File: config.mk
export PLATFORM = sky130hd
export DESIGN_NAME = dual_issue_pair
export DESIGN_NICKNAME = d
export VERILOG_FILES = /design/src/rtl/dual_issue_pkg.sv /design/src/rtl/dual_issue_decode.sv /design/src/rtl/dual_issue_ctrl.sv /design/src/rtl/dual_issue_dp.sv /design/src/rtl/dual_issue_pair.sv
export SDC_FILE = /design/constraint.sdc
export NUM_CORES = 1
export LEC_CHECK = 0
export CELL_PAD_IN_SITES_DETAIL_PLACEMENT = 0
export CELL_PAD_IN_SITES_GLOBAL_PLACEMENT = 1
export CORE_UTILIZATION = 31
export CTS_BUF_LIST = sky130_fd_sc_hd__clkbuf_8 sky130_fd_sc_hd__clkbuf_16
export DETAILED_ROUTE_END_ITERATION = 10
export PLACE_DENSITY_LB_ADDON = 0.1
export SLEW_MARGIN = 10
export SYNTH_ARGS = -nofsm -noshare
export SYNTH_HDL_FRONTEND = slang
export SYNTH_SLANG_ARGS = --single-unit
File: constraint.sdc
create_clock -name clk -period 2.75 [get_ports clk]
set_clock_uncertainty 0.15 [all_clocks]
set_input_delay 0.55 -clock clk [delete_from_list [all_inputs] [get_ports clk]]
set_output_delay 0.55 -clock clk [all_outputs]
set_load 0.01 [all_outputs]
File: src/rtl/dual_issue_pkg.sv
package dual_issue_pkg;
  localparam int INSTR_W = 32;
  localparam int GROUP_W = 2 * INSTR_W;
  localparam int REG_W   = 5;
  localparam int CLS_W   = 3;
  localparam int CLS_LO  = INSTR_W - CLS_W;
  localparam int RD_LO   = 20;
  localparam int RS1_LO  = 15;
  localparam int RS2_LO  = 10;

  typedef enum logic [CLS_W-1:0] {
    CLS_ALU  = 3'd0,
    CLS_LDI  = 3'd1,
    CLS_LDF  = 3'd2,
    CLS_ST   = 3'd3,
    CLS_BR   = 3'd4,
    CLS_FOP  = 3'd5,
    CLS_NOP6 = 3'd6,
    CLS_NOP7 = 3'd7
  } instrCls_e;

  typedef struct packed {
    logic             en;
    logic             fp;
    logic [REG_W-1:0] idx;
  } regRef_t;

  typedef struct packed {
    logic    isFpOp;
    logic    isLoad;
    regRef_t wr;
    regRef_t rd1;
    regRef_t rd2;
  } decInfo_t;

  typedef struct packed {
    logic issueLeft;
    logic issueRight;
    logic loadGroup;
  } issueStrobe_t;

  function automatic logic refHit(regRef_t a, regRef_t b);
    return a.en && b.en && (a.fp == b.fp) && (a.idx == b.idx);
  endfunction
endpackage

File: src/rtl/dual_issue_decode.sv
module dual_issue_decode
  import dual_issue_pkg::*;
(
  input  logic [INSTR_W-1:0] instr,
  output decInfo_t           info
);
  instrCls_e        cls;
  logic [REG_W-1:0] rd, rs1, rs2;

  assign cls = instrCls_e'(instr[CLS_LO +: CLS_W]);
  assign rd  = instr[RD_LO  +: REG_W];
  assign rs1 = instr[RS1_LO +: REG_W];
  assign rs2 = instr[RS2_LO +: REG_W];

  always_comb begin
    info = '0;
    info.wr.idx  = rd;
    info.rd1.idx = rs1;
    info.rd2.idx = rs2;
    unique case (cls)
      CLS_ALU: begin
        info.wr.en  = 1'b1;
        info.rd1.en = 1'b1;
        info.rd2.en = 1'b1;
      end
      CLS_LDI: begin
        info.isLoad = 1'b1;
        info.wr.en  = 1'b1;
        info.rd1.en = 1'b1;
      end
      CLS_LDF: begin
        info.isLoad = 1'b1;
        info.wr.en  = 1'b1;
        info.wr.fp  = 1'b1;
        info.rd1.en = 1'b1;
      end
      CLS_ST: begin
        info.rd1.en = 1'b1;
        info.rd2.en = 1'b1;
      end
      CLS_BR: begin
        info.rd1.en = 1'b1;
      end
      CLS_FOP: begin
        info.isFpOp = 1'b1;
        info.wr.en  = 1'b1;
        info.wr.fp  = 1'b1;
        info.rd1.en = 1'b1;
        info.rd1.fp = 1'b1;
        info.rd2.en = 1'b1;
        info.rd2.fp = 1'b1;
      end
      default: info.wr.en = 1'b0;
    endcase
  end
endmodule

File: src/rtl/dual_issue_ctrl.sv
module dual_issue_ctrl
  import dual_issue_pkg::*;
(
  input  logic         clk,
  input  logic         rstN,
  input  logic         groupValid,
  input  logic         leftPend,
  input  logic         rightPend,
  input  decInfo_t     leftInfo,
  input  decInfo_t     rightInfo,
  input  regRef_t      loadRef,
  output issueStrobe_t strobe,
  output logic         groupReady
);
  logic hazLeft, hazRight, stall, intraDep, typesPair, canPair;

  assign hazLeft  = leftPend  && (refHit(leftInfo.rd1, loadRef)  || refHit(leftInfo.rd2, loadRef));
  assign hazRight = rightPend && (refHit(rightInfo.rd1, loadRef) || refHit(rightInfo.rd2, loadRef));
  assign stall    = hazLeft || hazRight;

  assign intraDep  = refHit(leftInfo.wr, rightInfo.rd1) || refHit(leftInfo.wr, rightInfo.rd2);
  assign typesPair = rightInfo.isFpOp && !leftInfo.isFpOp;
  assign canPair   = typesPair && !intraDep;

  always_comb begin
    strobe            = '0;
    strobe.issueLeft  = leftPend && !stall;
    strobe.issueRight = rightPend && !stall && (!leftPend || canPair);
    groupReady        = !(leftPend || rightPend) || strobe.issueRight;
    strobe.loadGroup  = groupValid && groupReady;
  end

  // the FP slot never overtakes its own integer slot
  a_r5_right_needs_left: assert property (@(posedge clk) disable iff (!rstN)
    (strobe.issueRight && leftPend) |-> strobe.issueLeft);

  // a load-use stall lasts one cycle only
  a_r8_stall_once: assert property (@(posedge clk) disable iff (!rstN)
    stall |=> !stall);

  // a dual issue always pairs a non-FP op with an FP op
  a_r4_pair_kinds: assert property (@(posedge clk) disable iff (!rstN)
    (strobe.issueLeft && strobe.issueRight) |-> (rightInfo.isFpOp && !leftInfo.isFpOp));
endmodule

File: src/rtl/dual_issue_dp.sv
module dual_issue_dp
  import dual_issue_pkg::*;
(
  input  logic               clk,
  input  logic               rstN,
  input  logic [GROUP_W-1:0] groupData,
  input  issueStrobe_t       strobe,
  input  decInfo_t           leftInfo,
  input  decInfo_t           rightInfo,
  output logic [INSTR_W-1:0] leftInstr,
  output logic [INSTR_W-1:0] rightInstr,
  output logic               leftPend,
  output logic               rightPend,
  output regRef_t            loadRef
);
  always_ff @(posedge clk) begin
    if (!rstN) begin
      leftInstr  <= '0;
      rightInstr <= '0;
      leftPend   <= 1'b0;
      rightPend  <= 1'b0;
      loadRef    <= '0;
    end else begin
      if (strobe.loadGroup) begin
        leftInstr  <= groupData[GROUP_W-1:INSTR_W];
        rightInstr <= groupData[INSTR_W-1:0];
        leftPend   <= 1'b1;
        rightPend  <= 1'b1;
      end else begin
        if (strobe.issueLeft)  leftPend  <= 1'b0;
        if (strobe.issueRight) rightPend <= 1'b0;
      end
      if (strobe.issueLeft && leftInfo.isLoad)        loadRef <= leftInfo.wr;
      else if (strobe.issueRight && rightInfo.isLoad) loadRef <= rightInfo.wr;
      else                                            loadRef <= '0;
    end
  end

  // an accepted group fills both slots
  a_r2_group_loaded: assert property (@(posedge clk) disable iff (!rstN)
    strobe.loadGroup |=> (leftPend && rightPend && leftInstr == $past(groupData[GROUP_W-1:INSTR_W])));

  // a held FP-slot instruction stays put until it issues
  a_r10_held_stable: assert property (@(posedge clk) disable iff (!rstN)
    (rightPend && !leftPend && !strobe.issueRight) |=> (rightPend && $stable(rightInstr)));

  // nothing issues while reading the previous cycle's load result
  a_r8_no_early_use: assert property (@(posedge clk) disable iff (!rstN)
    strobe.issueLeft |-> !(refHit(leftInfo.rd1, loadRef) || refHit(leftInfo.rd2, loadRef)));
endmodule

File: src/rtl/dual_issue_pair.sv
module dual_issue_pair
  import dual_issue_pkg::*;
(
  input  logic               clk,
  input  logic               rstN,
  input  logic               groupValid,
  input  logic [GROUP_W-1:0] groupData,
  output logic               groupReady,
  output logic               issueLeft,
  output logic               issueRight,
  output logic [INSTR_W-1:0] issueLeftInstr,
  output logic [INSTR_W-1:0] issueRightInstr
);
  issueStrobe_t       strobe;
  logic [INSTR_W-1:0] slotInstr [2];
  decInfo_t           slotInfo  [2];
  logic               leftPend, rightPend;
  regRef_t            loadRef;

  for (genvar s = 0; s < 2; s++) begin : g_slot
    dual_issue_decode u_dec (.instr(slotInstr[s]), .info(slotInfo[s]));
  end

  dual_issue_ctrl u_ctrl (
    .clk(clk), .rstN(rstN), .groupValid(groupValid),
    .leftPend(leftPend), .rightPend(rightPend),
    .leftInfo(slotInfo[0]), .rightInfo(slotInfo[1]), .loadRef(loadRef),
    .strobe(strobe), .groupReady(groupReady)
  );

  dual_issue_dp u_dp (
    .clk(clk), .rstN(rstN), .groupData(groupData), .strobe(strobe),
    .leftInfo(slotInfo[0]), .rightInfo(slotInfo[1]),
    .leftInstr(slotInstr[0]), .rightInstr(slotInstr[1]),
    .leftPend(leftPend), .rightPend(rightPend), .loadRef(loadRef)
  );

  assign issueLeft       = strobe.issueLeft;
  assign issueRight      = strobe.issueRight;
  assign issueLeftInstr  = slotInstr[0];
  assign issueRightInstr = slotInstr[1];
endmodule

==> impl_metrics.sql <==
INSERT INTO impl_metrics (metric_group, metric, value, unit) VALUES
('flow_run', 'drv_cap', '0', ''),
('drt', 'viasPerCell', '4.523', ''),
('critical_path', 'critPathLaunchType', 'register', ''),
('placed_design', 'dpl.cell_count', '677', ''),
('yosys', 'yosysSeqAreaShare', '0.4289', ''),
('yosys', 'ys_dominant_reg_cell', 'sky130_fd_sc_hd__dfxtp_1', ''),
('timing', 'final_min_period_over_clock_period', '1.051', ''),
('yosys', 'post_synth_inst_count', '387', ''),
('cts', 'tritoncts', 'built', ''),
('global_routing', 'antenna_found_initial', '0', ''),
('global_routing', 'track_usage', '0.1783', ''),
('global_routing', 'first_global_vias', '3254', ''),
('floorplan', 'coreArea', '0.01051', 'sq mm'),
('yosys', 'async_flop_share', '0', ''),
('final_layout', 'layout-area-overhead-vs-synth', '61.55', '%'),
('cts', 'tritoncts_num_sinks', '73', ''),
('outcome', 'run_status', 'complete, but fails checks', ''),
('critical_path', 'worst_path_dominant_cell_family', 'simple AND/OR/NAND/NOR gates', ''),
('yosys', 'postSynthRegisterBits', '73', ''),
('timing', 'rsz0062_at_grt', 'true', ''),
('cts', 'cts.htree.levels', '3', ''),
('min_path', 'hold_path.startpoint', 'u_dp.leftInstr[3]', ''),
('timing', 'setup_ws', '-0.1413', 'ns'),
('final_layout', 'num_antenna_cells', '0', ''),
('yosys', 'mean_instance_size_in_the_synthesized_netlist', '8.804', 'sq um'),
('critical_path', 'endpoint_kind', 'primary output', ''),
('yosys', 'post_synth_instance_area', '0.003407', 'sq mm'),
('critical_path', 'timing.critical_path.buf_inv', '1', ''),
('cts', 'clock_path_buffers', '2', ''),
('yosys', 'yosys-top-cells-count', 'sky130_fd_sc_hd__nand2_1 (135), sky130_fd_sc_hd__dfxtp_1 (73), sky130_fd_sc_hd__mux2i_1 (65), sky130_fd_sc_hd__xnor2_1 (21), sky130_fd_sc_hd__clkbuf_1 (17)', ''),
('cts', 'cts-buffers-inserted', '9', ''),
('critical_path', 'crit_path_cell_trace', 'nor4_2 > a311oi_1 > or4_1 > o2111a_2 > and2_4 > or2_1 > buf_2', ''),
('pwr', 'power.ir.vdd_worst', '0.0003436', 'V'),
('critical_path', 'cp_slowest_stage_delay', '0.49', 'ns'),
('drt', 'detail-route-antenna-nets', '0', ''),
('timing', 'hold_ws', '0.3086', 'ns'),
('global_routing', 'global_route_congestion_overflow_total', '0', ''),
('cts', 'ctsRootBufferMaster', 'sky130_fd_sc_hd__clkbuf_8', ''),
('drt', 'drt_drc_violations_left', '0', ''),
('floorplan', 'pin_count', '134', ''),
('timing', 'setup_violations', '3', ''),
('yosys', 'synth_largest_type_area_fraction', '0.4289', ''),
('final_layout', 'area.sequential', '0.001469', 'sq mm'),
('drt', 'detail_route.iter0.violations', '131', ''),
('yosys', 'synth_top_cell_by_area', 'sky130_fd_sc_hd__dfxtp_1', ''),
('critical_path', 'critical_path.max_fanout', '4', ''),
('pwr', 'leakage', '2.297', 'nW'),
('drt', 'route.vias.total', '3184', ''),
('placed_design', 'gp_routability_congestion', '0.7768', ''),
('critical_path', 'worstPathRequired', '2.05', 'ns'),
('critical_path', 'critical_path_origin', 'u_dp.rightInstr[29]', ''),
('pwr', 'p_per_area', '586.8', 'mW/mm^2'),
('cts', 'hold_buffers', '0', ''),
('outcome', 'failed_checks', 'setup timing', ''),
('floorplan', 'initial_utilization', '0.3242', ''),
('drt', 'drtPass1Iterations', '4', ''),
('cts', 'clock_latency', '0.35', 'ns'),
('final_layout', 'final_nets', '630', ''),
('timing', 'min_period', '2.891', 'ns'),
('floorplan', 'dieArea', '0.01141', 'sq mm'),
('final_layout', 'finish.instance_area', '0.005504', 'sq mm'),
('floorplan', 'placement_rows', '37', ''),
('yosys', 'synth.area.top_cells', 'sky130_fd_sc_hd__dfxtp_1 (43%), sky130_fd_sc_hd__mux2i_1 (19%), sky130_fd_sc_hd__nand2_1 (15%)', ''),
('global_routing', 'first_pass_grt_wire_length', '16000', 'um'),
('final_layout', 'multiInputGateArea', '0.001815', 'sq mm'),
('placed_design', 'placement.cell_area', '0.005146', 'sq mm'),
('timing', 'slew_viol_final', '0', ''),
('final_layout', 'layout.cells.non_filler', '704', ''),
('yosys', 'synth.lib_cells_used.distinct', '33', ''),
('timing', 'achievable-frequency', '345.9', 'MHz'),
('placed_design', 'port_buffers', '133', '');
[worst reg2reg max path: stages (launching register included)]
cell and delay, ns:
sky130_fd_sc_hd__dfxtp_2 0.34, sky130_fd_sc_hd__nor4_2 0.27, sky130_fd_sc_hd__a311oi_1 0.08, sky130_fd_sc_hd__or4_1 0.49
sky130_fd_sc_hd__o2111a_2 0.17, sky130_fd_sc_hd__buf_4 0.14, sky130_fd_sc_hd__buf_6 0.11, sky130_fd_sc_hd__buf_6 0.12
sky130_fd_sc_hd__a22o_4 0.31, sky130_fd_sc_hd__buf_12 0.20, sky130_fd_sc_hd__mux2i_2 0.16
[placed cells by master (no fill, tap or decap), types with 2 or more instances in the layout]
cell                              count
sky130_fd_sc_hd__a21boi_0             3
sky130_fd_sc_hd__a31oi_1              2
sky130_fd_sc_hd__and2_4               2
sky130_fd_sc_hd__buf_12               2
sky130_fd_sc_hd__buf_4               55
sky130_fd_sc_hd__buf_6                5
sky130_fd_sc_hd__bufinv_16            3
sky130_fd_sc_hd__clkbuf_8            10
sky130_fd_sc_hd__clkdlybuf4s50_1    129
sky130_fd_sc_hd__dfxtp_1             67
sky130_fd_sc_hd__dfxtp_2              6
sky130_fd_sc_hd__mux2i_1             64
sky130_fd_sc_hd__nand2_1            135
sky130_fd_sc_hd__nand3_1              8
sky130_fd_sc_hd__nand3b_1             2
sky130_fd_sc_hd__nand4_1              4
sky130_fd_sc_hd__nor2_1               8
sky130_fd_sc_hd__nor2b_1              3
sky130_fd_sc_hd__o22ai_1              7
sky130_fd_sc_hd__xnor2_1             21
sky130_fd_sc_hd__xor2_1              12
[metal layers]
| metal | track usage | up-vias | share of wire |
|---|---|---|---|
| li1 | - | 1637 | - |
| met1 | 0.2255 | 1448 | 0.47 |
| met2 | 0.2912 | 93 | 0.45 |
| met3 | 0.05957 | 6 | 0.066 |
| met4 | 0.04305 | 0 | 0.0090 |
| met5 | 0 | - | 0 |
[registers in the layout (all words and copies together), names as in the netlist]
register and cells:
u_dp.leftInstr 32, u_dp.rightInstr 32, u_dp.rightPend 1, u_dp.leftPend 1, u_dp.loadRef 7
[cell families (layout without fill, tap and decap cells)]
group / count (synthesis) / after routing / share of synthesized area
AOI/OAI and AO/OA: 20 / 20 / 0.04297
muxes: 65 / 65 / 0.1910
and+or+nand+nor: 169 / 169 / 0.2071
buffers and inverters: 27 / 208 / 0.04517
xor gates and xnor gates: 33 / 33 / 0.08483
DFF: 73 / 73 / 0.4289
[path summary, 6_finish.rpt]
kind | endpoint | slack [ns] | depth (start not counted)
hold / removal | u_dp.leftInstr[3] | 0.31 | 2
hold reg to reg | u_dp.leftInstr[3] | 0.31 | 2
setup / recovery | groupReady | -0.14 | 7
setup reg to reg | u_dp.leftInstr[30] | 0.11 | 10
[through the flow]
step           setup TNS, ns  setup slack, ns    util  power [mW]
2_1_floorplan              0          0.09079       -       1.708
3_3_place_gp         -0.3186          -0.1635  0.4897       2.184
3_5_place_dp         -0.4958          -0.2210  0.4897       2.189
4_1_cts              -0.4935          -0.1960  0.5168       3.244
5_1_grt              -0.5408          -0.2211  0.5238       3.407
6_report             -0.3112          -0.1413  0.5238       3.230
[cell type report]
type                    count  share of cell area
flip-flops and latches     73              0.2669
clock inverters             6             0.01932
repair buffers            192              0.3280
well taps                 136             0.03092
clock buffers              10             0.02501
multi-input cells         287              0.3298
[where the power goes]
group | internal [mW] | switching (mW) | total, mW | leakage [nW]
Sequential | 1.16 | 0.0816 | 1.25 | 0.602
Clock | 0.623 | 0.412 | 1.03 | 0.124
Combinational | 0.559 | 0.390 | 0.949 | 1.57
[what timing repair did]
| item | in CTS | in global routing |
|---|---|---|
| setup buffers | 3 | 8 |
| endpoints found under the setup margin | 3 | 53 |
| pin swaps | 6 | 3 |
| resized for setup | 23 | 5 |
| hold endpoints to repair | 0 | 0 |
Note: power is estimated with default switching activity, not from simulation.
